## src/rtl/adc_seq_pkg.sv

```systemverilog
package adc_seq_pkg;

    typedef enum logic [1:0] {
        PH_RESET  = 2'd0,
        PH_SETTLE = 2'd1,
        PH_RUN    = 2'd2,
        PH_PDOWN  = 2'd3
    } phase_e;

    typedef struct packed {
        phase_e phase;
    } seq_state_t;

endpackage

```

## src/rtl/adc_seq_timer.sv

```systemverilog
module adc_seq_timer #(
    parameter int CW = 13
) (
    input  logic          clk,
    input  logic          rst_n,
    input  logic          clr,
    input  logic          inc,
    input  logic [CW-1:0] limit,
    output logic          done
);

    logic [CW-1:0] cnt_d, cnt_q;

    // Terminal count is reached on the increment that would make cnt equal limit.
    assign done = inc && (cnt_q == (limit - CW'(1)));

    always_comb begin
        cnt_d = cnt_q;
        if (clr) begin
            cnt_d = '0;
        end else if (inc) begin
            cnt_d = cnt_q + CW'(1);
        end
    end

    always_ff @(posedge clk or negedge rst_n) begin
        if (!rst_n) begin
            cnt_q <= '0;
        end else begin
            cnt_q <= cnt_d;
        end
    end

    // the count never reaches the limit of the phase it serves
    p_cnt_below_limit_r2: assert property (@(posedge clk) disable iff (!rst_n)
        cnt_q < limit);

endmodule

```

## src/rtl/adc_seq_outdec.sv

```systemverilog
module adc_seq_outdec
    import adc_seq_pkg::*;
(
    input  phase_e phase,
    output logic   core_rst,
    output logic   force_zero,
    output logic   dout_en,
    output logic   clk_en
);

    always_comb begin
        core_rst   = (phase == PH_RESET) || (phase == PH_PDOWN);
        force_zero = (phase != PH_RUN);
        dout_en    = (phase != PH_PDOWN);
        clk_en     = (phase != PH_PDOWN);
    end

endmodule

```

## src/rtl/adc_startup_seq.sv

```systemverilog
module adc_startup_seq
    import adc_seq_pkg::*;
#(
    parameter int RST_CYCLES     = 1024,
    parameter int SETTLE_SAMPLES = 4480
) (
    input  logic clk,
    input  logic supply_ok,
    input  logic pdn_n,
    input  logic fs_tick,
    output logic core_rst,
    output logic force_zero,
    output logic dout_en,
    output logic clk_en
);

    localparam int MAXL = (RST_CYCLES > SETTLE_SAMPLES) ? RST_CYCLES : SETTLE_SAMPLES;
    localparam int CW   = $clog2(MAXL + 1);
    localparam logic [CW-1:0] RST_L = CW'(RST_CYCLES);
    localparam logic [CW-1:0] SET_L = CW'(SETTLE_SAMPLES);

    seq_state_t    st_d, st_q;
    logic          tmr_inc;
    logic          tmr_clr;
    logic          tmr_done;
    logic [CW-1:0] tmr_limit;

    // Time base per phase: system clock in reset, sample ticks in settle.
    assign tmr_inc   = (st_q.phase == PH_RESET) ||
                       ((st_q.phase == PH_SETTLE) && fs_tick);
    assign tmr_limit = (st_q.phase == PH_SETTLE) ? SET_L : RST_L;

    always_comb begin
        st_d = st_q;
        unique case (st_q.phase)
            PH_RESET:  if (tmr_done) st_d.phase = PH_SETTLE;
            PH_SETTLE: if (tmr_done) st_d.phase = PH_RUN;
            PH_RUN:    st_d.phase = PH_RUN;
            PH_PDOWN:  st_d.phase = PH_RESET;
            default:   st_d.phase = PH_RESET;
        endcase
        // Power-down overrides every phase, including a terminal tick.
        if (!pdn_n) begin
            st_d.phase = PH_PDOWN;
        end
        tmr_clr = !pdn_n || (st_d.phase != st_q.phase);
    end

    always_ff @(posedge clk or negedge supply_ok) begin
        if (!supply_ok) begin
            st_q <= '{phase: PH_RESET};
        end else begin
            st_q <= st_d;
        end
    end

    adc_seq_timer #(
        .CW (CW)
    ) u_timer (
        .clk   (clk),
        .rst_n (supply_ok),
        .clr   (tmr_clr),
        .inc   (tmr_inc),
        .limit (tmr_limit),
        .done  (tmr_done)
    );

    adc_seq_outdec u_outdec (
        .phase      (st_q.phase),
        .core_rst   (core_rst),
        .force_zero (force_zero),
        .dout_en    (dout_en),
        .clk_en     (clk_en)
    );

    // a sampled power-down request gates clock and output next cycle
    p_pdn_gates_r5: assert property (@(posedge clk) disable iff (!supply_ok)
        !pdn_n |=> (!dout_en && !clk_en && core_rst && force_zero));

    // the mute is lifted only on an edge that sampled a frame tick
    p_release_on_tick_r4: assert property (@(posedge clk) disable iff (!supply_ok)
        $fell(force_zero) |-> $past(fs_tick));

    // leaving power-down always re-enters the reset phase
    p_pdn_exit_resets_r6: assert property (@(posedge clk) disable iff (!supply_ok)
        $rose(dout_en) |-> core_rst);

    // running state is kept while power-down stays inactive
    p_run_holds_r8: assert property (@(posedge clk) disable iff (!supply_ok)
        (!force_zero && pdn_n) |=> (!force_zero && !core_rst));

endmodule

```

## config.mk

```make
export PLATFORM = sky130hd
export DESIGN_NAME = adc_startup_seq
export DESIGN_NICKNAME = d
export VERILOG_FILES = /design/src/rtl/adc_seq_pkg.sv /design/src/rtl/adc_seq_timer.sv /design/src/rtl/adc_seq_outdec.sv /design/src/rtl/adc_startup_seq.sv
export SDC_FILE = /design/constraint.sdc
export NUM_CORES = 1
export LEC_CHECK = 0
export ABC_AREA = 1
export BUFFER_PORTS_ARGS = -buffer_cell sky130_fd_sc_hd__buf_4
export CAP_MARGIN = 20
export CORE_AREA = 2 2 45 47
export CTS_CLUSTER_DIAMETER = 200
export CTS_CLUSTER_SIZE = 24
export DETAILED_ROUTE_END_ITERATION = 6
export DIE_AREA = 0 0 47 49
export PLACE_DENSITY = 0.76
export SLEW_MARGIN = 20
export SYNTH_ARGS = -nofsm -noshare
export SYNTH_HDL_FRONTEND = slang
export SYNTH_SLANG_ARGS = --single-unit
```

## constraint.sdc

```tcl
create_clock -name clk -period 4.4 [get_ports clk]
set_input_delay 0.44 -clock clk [delete_from_list [all_inputs] [get_ports clk]]
set_output_delay 0.44 -clock clk [all_outputs]
set_load 0.01 [all_outputs]
```

# [Word-level counts from Yosys, hierarchy flattened]
# Cells that the tools add are included.
[totals] out_inout_bits=4 inputBits=4 wordCells=26 reg_bits=15
[classes] eq_ne=7 addsub=2 n_reduce_logical=8 mux=7
[op_table] operator="two-way mux 13 bit" count=3
[op_table] operator="adder 13 x 1 -> 13 bit (second input constant)" count=1
[op_table] operator="== test 13 bit" count=1
[op_table] operator="subtractor 13 x 1 -> 13 bit (second input constant)" count=1
[op_table] operator="case mux 2 bit (4 select lines)" count=1
[op_table] operator="two-way mux 2 bit" count=3
[op_table] operator="== test 2 bit (second input constant)" count=2
[op_table] operator="!= test 2 bit (second input constant)" count=2
[op_table] operator="logical OR 1 bit" count=3
[op_table] operator="== test 2 x 1 -> 1 bit (second input constant)" count=1
[op_table] operator="logical AND 1 bit" count=2
[op_table] operator="zero test 2 bit" count=1
[op_table] operator="!= test 2 bit" count=1
[op_table] operator="nonzero test 2 bit" count=1
[op_table] operator="zero test 1 bit" count=1

# [Logic depth before layout (Yosys ltp)]
# Gate-level depths: netlist of run 1.
[logic_depth] word_depth=11 mapped_depth=16 mapped_depth_nobuf=15

# [Hierarchy]
# Synthesis of run 1 repeated with hierarchy kept, for this count alone.
[hier_totals] hier_cells=231 area_unflattened_um2=1400.1
[by_module_without_submodules] mod="adc_seq_timer" cells_each=207 seq_area_each_um2=325.3 area_per_inst_um2=1237.4 instances=1
[by_module_without_submodules] mod="adc_startup_seq" cells_each=18 seq_area_each_um2=50.0 area_per_inst_um2=118.9 instances=1
[by_module_without_submodules] mod="adc_seq_outdec" cells_each=6 seq_area_each_um2=0.0 area_per_inst_um2=43.8 instances=1

# [Least setup slack after synthesis of run 1]
# OpenSTA, ideal clock, no wires.
[synth_timing] path_kind="reg-to-reg" start="reg st_q[1] in the netlist's numbering" end="reg u_timer.cnt_q[8]" arrival_ns=1.805 slack_ns=2.475 setup_time_ns=0.121 path_buffers=1 synth_period_minus_slack_ns=1.925 required_ns=4.279 path_stages_with_launch=17 path_cell_list="dfrtp_1 inv_1 ha_1 nand2_1 nand2_4 nand3_4 nor2_4 nand2_2 nand2_1 nand2_1 nand2_1 nand2_1 nand2_2 nand2_2 nand3_4 buf_6 nor2_2"
[synth_rtl] element="from (decl)" line="adc_startup_seq.sv:22" source="seq_state_t st_d, st_q;"
[synth_rtl] element="from (signal assigned)" line="adc_startup_seq.sv:51" source="st_q <= '{phase: PH_RESET};"
[synth_rtl] element="from (signal assigned)" line="adc_startup_seq.sv:53" source="st_q <= st_d;"
[synth_rtl] element="to (signal assigned)" line="adc_seq_timer.sv:30" source="cnt_q <= cnt_d;"
[synth_rtl] element="to (decl)" line="adc_seq_timer.sv:12" source="logic [CW-1:0] cnt_d, cnt_q;"

==> results.cfg, run 1 <==
[outcome]
outcome = finished clean

[worst_setup_path]
start_kind = register
path_max_fanout = 13
worst_ep_required_time_ps = 4620
crit_path_frequent_cell = nand2_2
worstReg2RegStart = st_q[1]
ff2ff_path_depth = 12
cpPeakStageDelay_ps = 450
reg2reg_slack_ps = 2230
cp.arrival_ps = 2390
critPathSlowestCell = dfrtp_1
timing.rr.end = u_timer.cnt_q[0]
critPathKind = reg -> reg
critPathCaptureType = register
crit_chain = inv_1 -> ha_1 -> nand2_1 -> nand2_4 -> nand3_4 -> nor2_4 -> nand2_2 -> a31oi_2 -> nand2_2 -> nand2_2 -> nand3_4 -> nor2_1

[sta]
hold_viol_final = 0
drv_slew = 0
max_slew.worst_pin.slew_ps = 523
rsz0062_at_grt = false
tns_ps = 0
maxSlewHeadroom_pct = 64.8
setup_viol = 0
finalCritPeriodShare_pct = 49.3
period_minus_slack_ps = 2170
fin_hold_ws_ps = 309
finalClockSkew_ps = 5.80
max_freq_ghz = 0.461

[clocking]
numCtsBuffers = 3
post_cts_buffers = 0
clk_root_buffer_cell = clkbuf_4
clk_pin_slew_ps = 100
insertion_delay_ps = 300
h-tree-depth = 1
cts.path.max_buffers = 2
cts_tree = built
cts_sinks = 15

[logic_synthesis]
ys_ff_latch = 15
synth_area_per_cell_um2 = 8.29
synth.distinct_cells = 25
syn_inst = 124
synth_top_area_cell = dfrtp_1
yosys_warnings = 0
ys_seq_area_share_pct = 36.5
synth_top_area_share_pct = 36.5
synth_nets = 133
synthesis.area_um2 = 1030
synth_area_leaders = dfrtp_1 36%, nand2_1 8.4%, inv_1 7.3%, ha_1 6.1%, xor2_1 6.0%

[cells_and_area]
synthToLayoutAreaGrowth_pct = 10.2
final_common_cell = nand2_1
fill_cells = 173
final-seq-area_um2 = 375
num_antenna_cells = 0
most-common-layout-cells = 23 x nand2_1, 20 x inv_1, 15 x dfrtp_1
multi_input_area_um2 = 552
layout-drive-gt1-share_pct = 24.6
finalNetCount = 144

[power]
leakagePower_nw = 0.504
ir_worst_vdd_mv = 0.168
p_per_area_nw_per_um2 = 274
finalPower_w = 0.000311

[hold_path]
holdCritStartpoint = pdn_n
whs_path_depth = 2
hold_class = in -> reg
whs_endpoint = st_q[0]

[grt]
antenna_found_initial = 0
grt_pass1_vias = 779
grt_first_pass_wirelength_um = 3250
grt_max_degree = 16
grt-ovfl-total = 0
grtUsageTotal_pct = 19.1

[routing]
drt_iter0_drc = 8
ant_nets = 0
viasPerCell = 4.96
vias = 798
first_pass_iters = 4
wl_um = 1870
wl_per_cell_um = 11.6
drc = 0

[placement]
place_hpwl_um = 1430
port_buffers = 7
finalWeightedCongestion = 0.877

[floorplan]
die_height_um = 49
rows = 16
floorplan.initialDensity_pct = 55.8
dieArea_um2 = 2300
die_w_um = 47
io_pins = 8
core_area_um2 = 1840

[flow_run]
cap_violations = 0
==> through the flow <==
step | instances | worst slack, ps | area (um2) | utilization, %
finish | 161 | 2230 | 1130 | 61.5
global route | 161 | 1990 | 1130 | 61.5
CTS | 161 | 2220 | 1130 | 61.5
detailed placement | 156 | 2230 | 1100 | 59.5
global placement | 156 | 2350 | 1100 | 59.5
floorplan | 124 | 2470 | 1030 | -
==> kinds of logic after synthesis <==
family / after synthesis / synth area share [%]
AOI/OAI and AO/OA: 4 / 3.16
DFF: 15 / 36.5
and+or+nand+nor: 66 / 35.8
xor gates and xnor gates: 9 / 7.66
adders and majority gates: 5 / 6.08
muxes: 1 / 0.973
buffers and inverters: 24 / 9.85
==> repair_timing <==
item | in CTS | in global routing
resized for setup | 0 | 0
hold buffers | 1 | 0
endpoints found under the hold margin | 15 | 0
==> worst max path at each step <==
stage | start | endpoint | slack, ps | cells past startpoint
final | st_q[1] | u_timer.cnt_q[0] | 2230 | 12
after global routing | st_q[1] | u_timer.cnt_q[12] | 1990 | 14
after CTS | st_q[1] | u_timer.cnt_q[1] | 2220 | 12
after detailed placement | st_q[1] | u_timer.cnt_q[1] | 2230 | 12
after global placement | st_q[1] | u_timer.cnt_q[1] | 2350 | 14
after floorplan | st_q[1] | u_timer.cnt_q[8] | 2470 | 16
==> critical path: cells and delay by family, from the launching register on <==
kind	cells	cell delay, ps
and+or+nand+nor	9	1040
buffers and inverters	1	160
AOI/OAI and AO/OA	1	190
adders and majority gates	1	250
DFF	1	450
==> cell usage after synthesis <==
cell,instances
o21bai_1,2
nand2_4,1
nand3_1,7
mux2i_1,1
nand3_2,1
nor2_1,9
nand2_2,3
buf_4,1
inv_2,2
buf_6,1
ha_1,5
nor3_1,3
nand3b_1,1
inv_1,20
xnor2_1,2
nor2_2,9
nand2_1,23
dfrtp_1,15
nor4_1,2
nand3_4,2
nand4_1,2
a31oi_2,1
o21ai_0,1
xor2_1,7
nor2_4,3
==> final cells by class <==
cell class                      count  area share, %
Timing Repair Buffer                8           5.52
Tap cell                           27           2.98
Sequential cell                    15           33.1
Clock inverter                      1          0.442
Clock buffer                        3           1.99
Inverter                           22           7.28
Multi-Input combinational cell     85           48.7
==> power breakdown <==
group          switching [W]  leakage [nW]  internal [W]
sequential        0.00000475         0.203      0.000141
combinational      0.0000508         0.283     0.0000294
clock              0.0000508        0.0177     0.0000339
==> flip-flops by register name, indices dropped and copies added (netlist names) <==
| register | cells |
|---|---|
| st_q | 2 |
| u_timer.cnt_q | 13 |
==> routing by layer <==
metal  vias to the layer above  routed length, um  part of all wire (%)  track usage, %
li1                        404                  -                     -               -
met1                       376                874                    47            25.9
met2                        13                922                    49            31.3
met3                         5                 46                   2.5            2.22
met4                         0                 29                   1.5            5.56
met5                         -                  0                     0               0
Note: power is estimated with default switching activity, not from simulation.
==> run 2: changes to the inputs <==
- CORE_AREA: 2 2 45 47 -> 2 2 46 48
- DIE_AREA: 0 0 47 49 -> 0 0 48 50
- PLACE_DENSITY: 0.76 -> 0.73
- clock period: 4.4 -> 2 ns (I/O delays scaled with it)
==> results.cfg, run 2 (synthesized netlist as in run 1, its figures left out) <==
[worst_setup_path]
cpPeakStageDelay_ps = 400
crit_path_frequent_cell = nand2_2
critPathCaptureType = register
critPathKind = reg -> reg
crit_buf_inv = 2
critPathSlowestCell = dfrtp_1
startpoint = st_q[1]
path_delay_family = simple AND/OR/NAND/NOR gates
crit_chain = inv_2 -> ha_4 -> nand2_2 -> nand2_4 -> nand3_4 -> nor2_4 -> nand2_2 -> nand2_2 -> nand2_1 -> nand3_1 -> inv_2 -> nor2_4 -> nand3_4 -> nor2_2
worst_ep_required_time_ps = 2220
worstReg2RegStart = st_q[1]
cp.arrival_ps = 2130
start_kind = register
path_max_fanout = 7

[cells_and_area]
final_cells = 173
regMostFlops = u_timer.cnt_q
synthToLayoutAreaGrowth_pct = 24.5
fill_cells = 154
final-seq-area_um2 = 377
multi_input_area_um2 = 612
finalNetCount = 156
final_area_um2 = 1280
largest_reg_flops = 13
final_common_cell = nand2_1
layout-drive-gt1-share_pct = 37.0
largestRegisters = u_timer.cnt_q: 13 flops, st_q: 2 flops
most-common-layout-cells = 20 x nand2_1, 18 x inv_1, 17 x buf_4
num_antenna_cells = 0

[clocking]
cts_sinks = 15
clk_root_buffer_cell = clkbuf_4
insertion_delay_ps = 290
cts.path.max_buffers = 2
cts_tree = built
h-tree-depth = 1
numCtsBuffers = 3
clk_pin_slew_ps = 80

[sta]
max_freq_ghz = 0.524
tns_ps = 0
hold_viol_final = 0
timing.final.ws_setup_ps = 90.9
maxSlewHeadroom_pct = 74.5
setup_viol = 0
drv_slew = 0
fin_hold_ws_ps = 98.0
finalCritPeriodShare_pct = 95.5
finalClockSkew_ps = 1.11
max_slew.worst_pin.slew_ps = 379
period_minus_slack_ps = 1910

[routing]
drt_iter0_drc = 6
wl_um = 2040
ant_nets = 0
wl_per_cell_um = 11.8
vias = 835
drc = 0
first_pass_iters = 4
viasPerCell = 4.83

[floorplan]
floorplan.initialDensity_pct = 54.1
io_pins = 8
rows = 16
die_w_um = 48
die_height_um = 50
core_area_um2 = 1900
dieArea_um2 = 2400

[grt]
grt_pass1_vias = 796
grtUsageTotal_pct = 20.1
antenna_found_initial = 0
grt_first_pass_wirelength_um = 3370
grt-busiest-layer = met2
grt_max_degree = 16
met3_usage_pct = 2.20
gr-usage-met1_pct = 26.2
grt-ovfl-total = 0
use_met2_pct = 31.8

[placement]
place_ws_ps = -8.29
dp.cells = 160
place_hpwl_um = 1370
port_buffers = 7
place_area_um2 = 1130
finalWeightedCongestion = 0.907

[power]
leakagePower_nw = 0.562
p_per_area_nw_per_um2 = 580
ir_worst_vdd_mv = 0.435

[hold_path]
holdCritStartpoint = pdn_n
hold_class = in -> reg

[outcome]
outcome = finished clean

[flow_run]
cap_violations = 0
## run 2: area by class of cell
cell class                      instances  area share, %
Multi-Input combinational cell         86           47.8
Sequential cell                        15           29.4
Timing Repair Buffer                   19           11.6
Inverter                               22           6.45
Tap cell                               27           2.64
Clock buffer                            4           2.05
## run 2: what timing repair did
| item | CTS | global route |
|---|---|---|
| gates cloned | 1 | 0 |
| endpoints found under the hold margin | 15 | 0 |
| gates resized for setup | 1 | 14 |
| buffers inserted | 0 | 7 |
| hold buffers | 1 | 0 |
| setup endpoints to repair | 13 | 13 |
| pin swaps | 1 | 4 |
## run 2: metal layers
metal | up-vias | routed length [um]
met5 | - | 0
met4 | 0 | 45
met3 | 5 | 29
met2 | 6 | 996
met1 | 395 | 968
li1 | 429 | -
## run 2: worst register-to-register path, delay by kind of cell (launching register included)
kind | cells | cell delay [ps]
flops | 1 | 400
fa+ha+maj | 1 | 190
simple gates | 11 | 1110
buf+inv | 2 | 180
## run 2: worst paths after layout
check | cells past startpoint | to | slack, ps
setup / recovery | 14 | u_timer.cnt_q[2] | 90
hold / removal | 2 | st_q[0] | 100
setup reg to reg | 14 | u_timer.cnt_q[2] | 90
hold reg to reg | 2 | u_timer.cnt_q[8] | 600
max in group asynchronous | 2 | st_q[0] | 1520
min in group asynchronous | 2 | u_timer.cnt_q[4] | 290
## run 2: power breakdown
group	switching (W)	leakage, nW	internal, W	total [W]
clock	0.0000940	0.0150	0.0000777	0.000172
combinational	0.000147	0.344	0.000106	0.000253
sequential	0.00000757	0.202	0.000311	0.000318
## run 2: through the flow
stage / utilization (%) / power [W]
6_report: 67.3 / 0.000743
5_1_grt: 67.3 / 0.000790
4_1_cts: 62.0 / 0.000699
3_5_place_dp: 59.2 / 0.000511
3_3_place_gp: 59.2 / 0.000508
2_1_floorplan: - / 0.000456
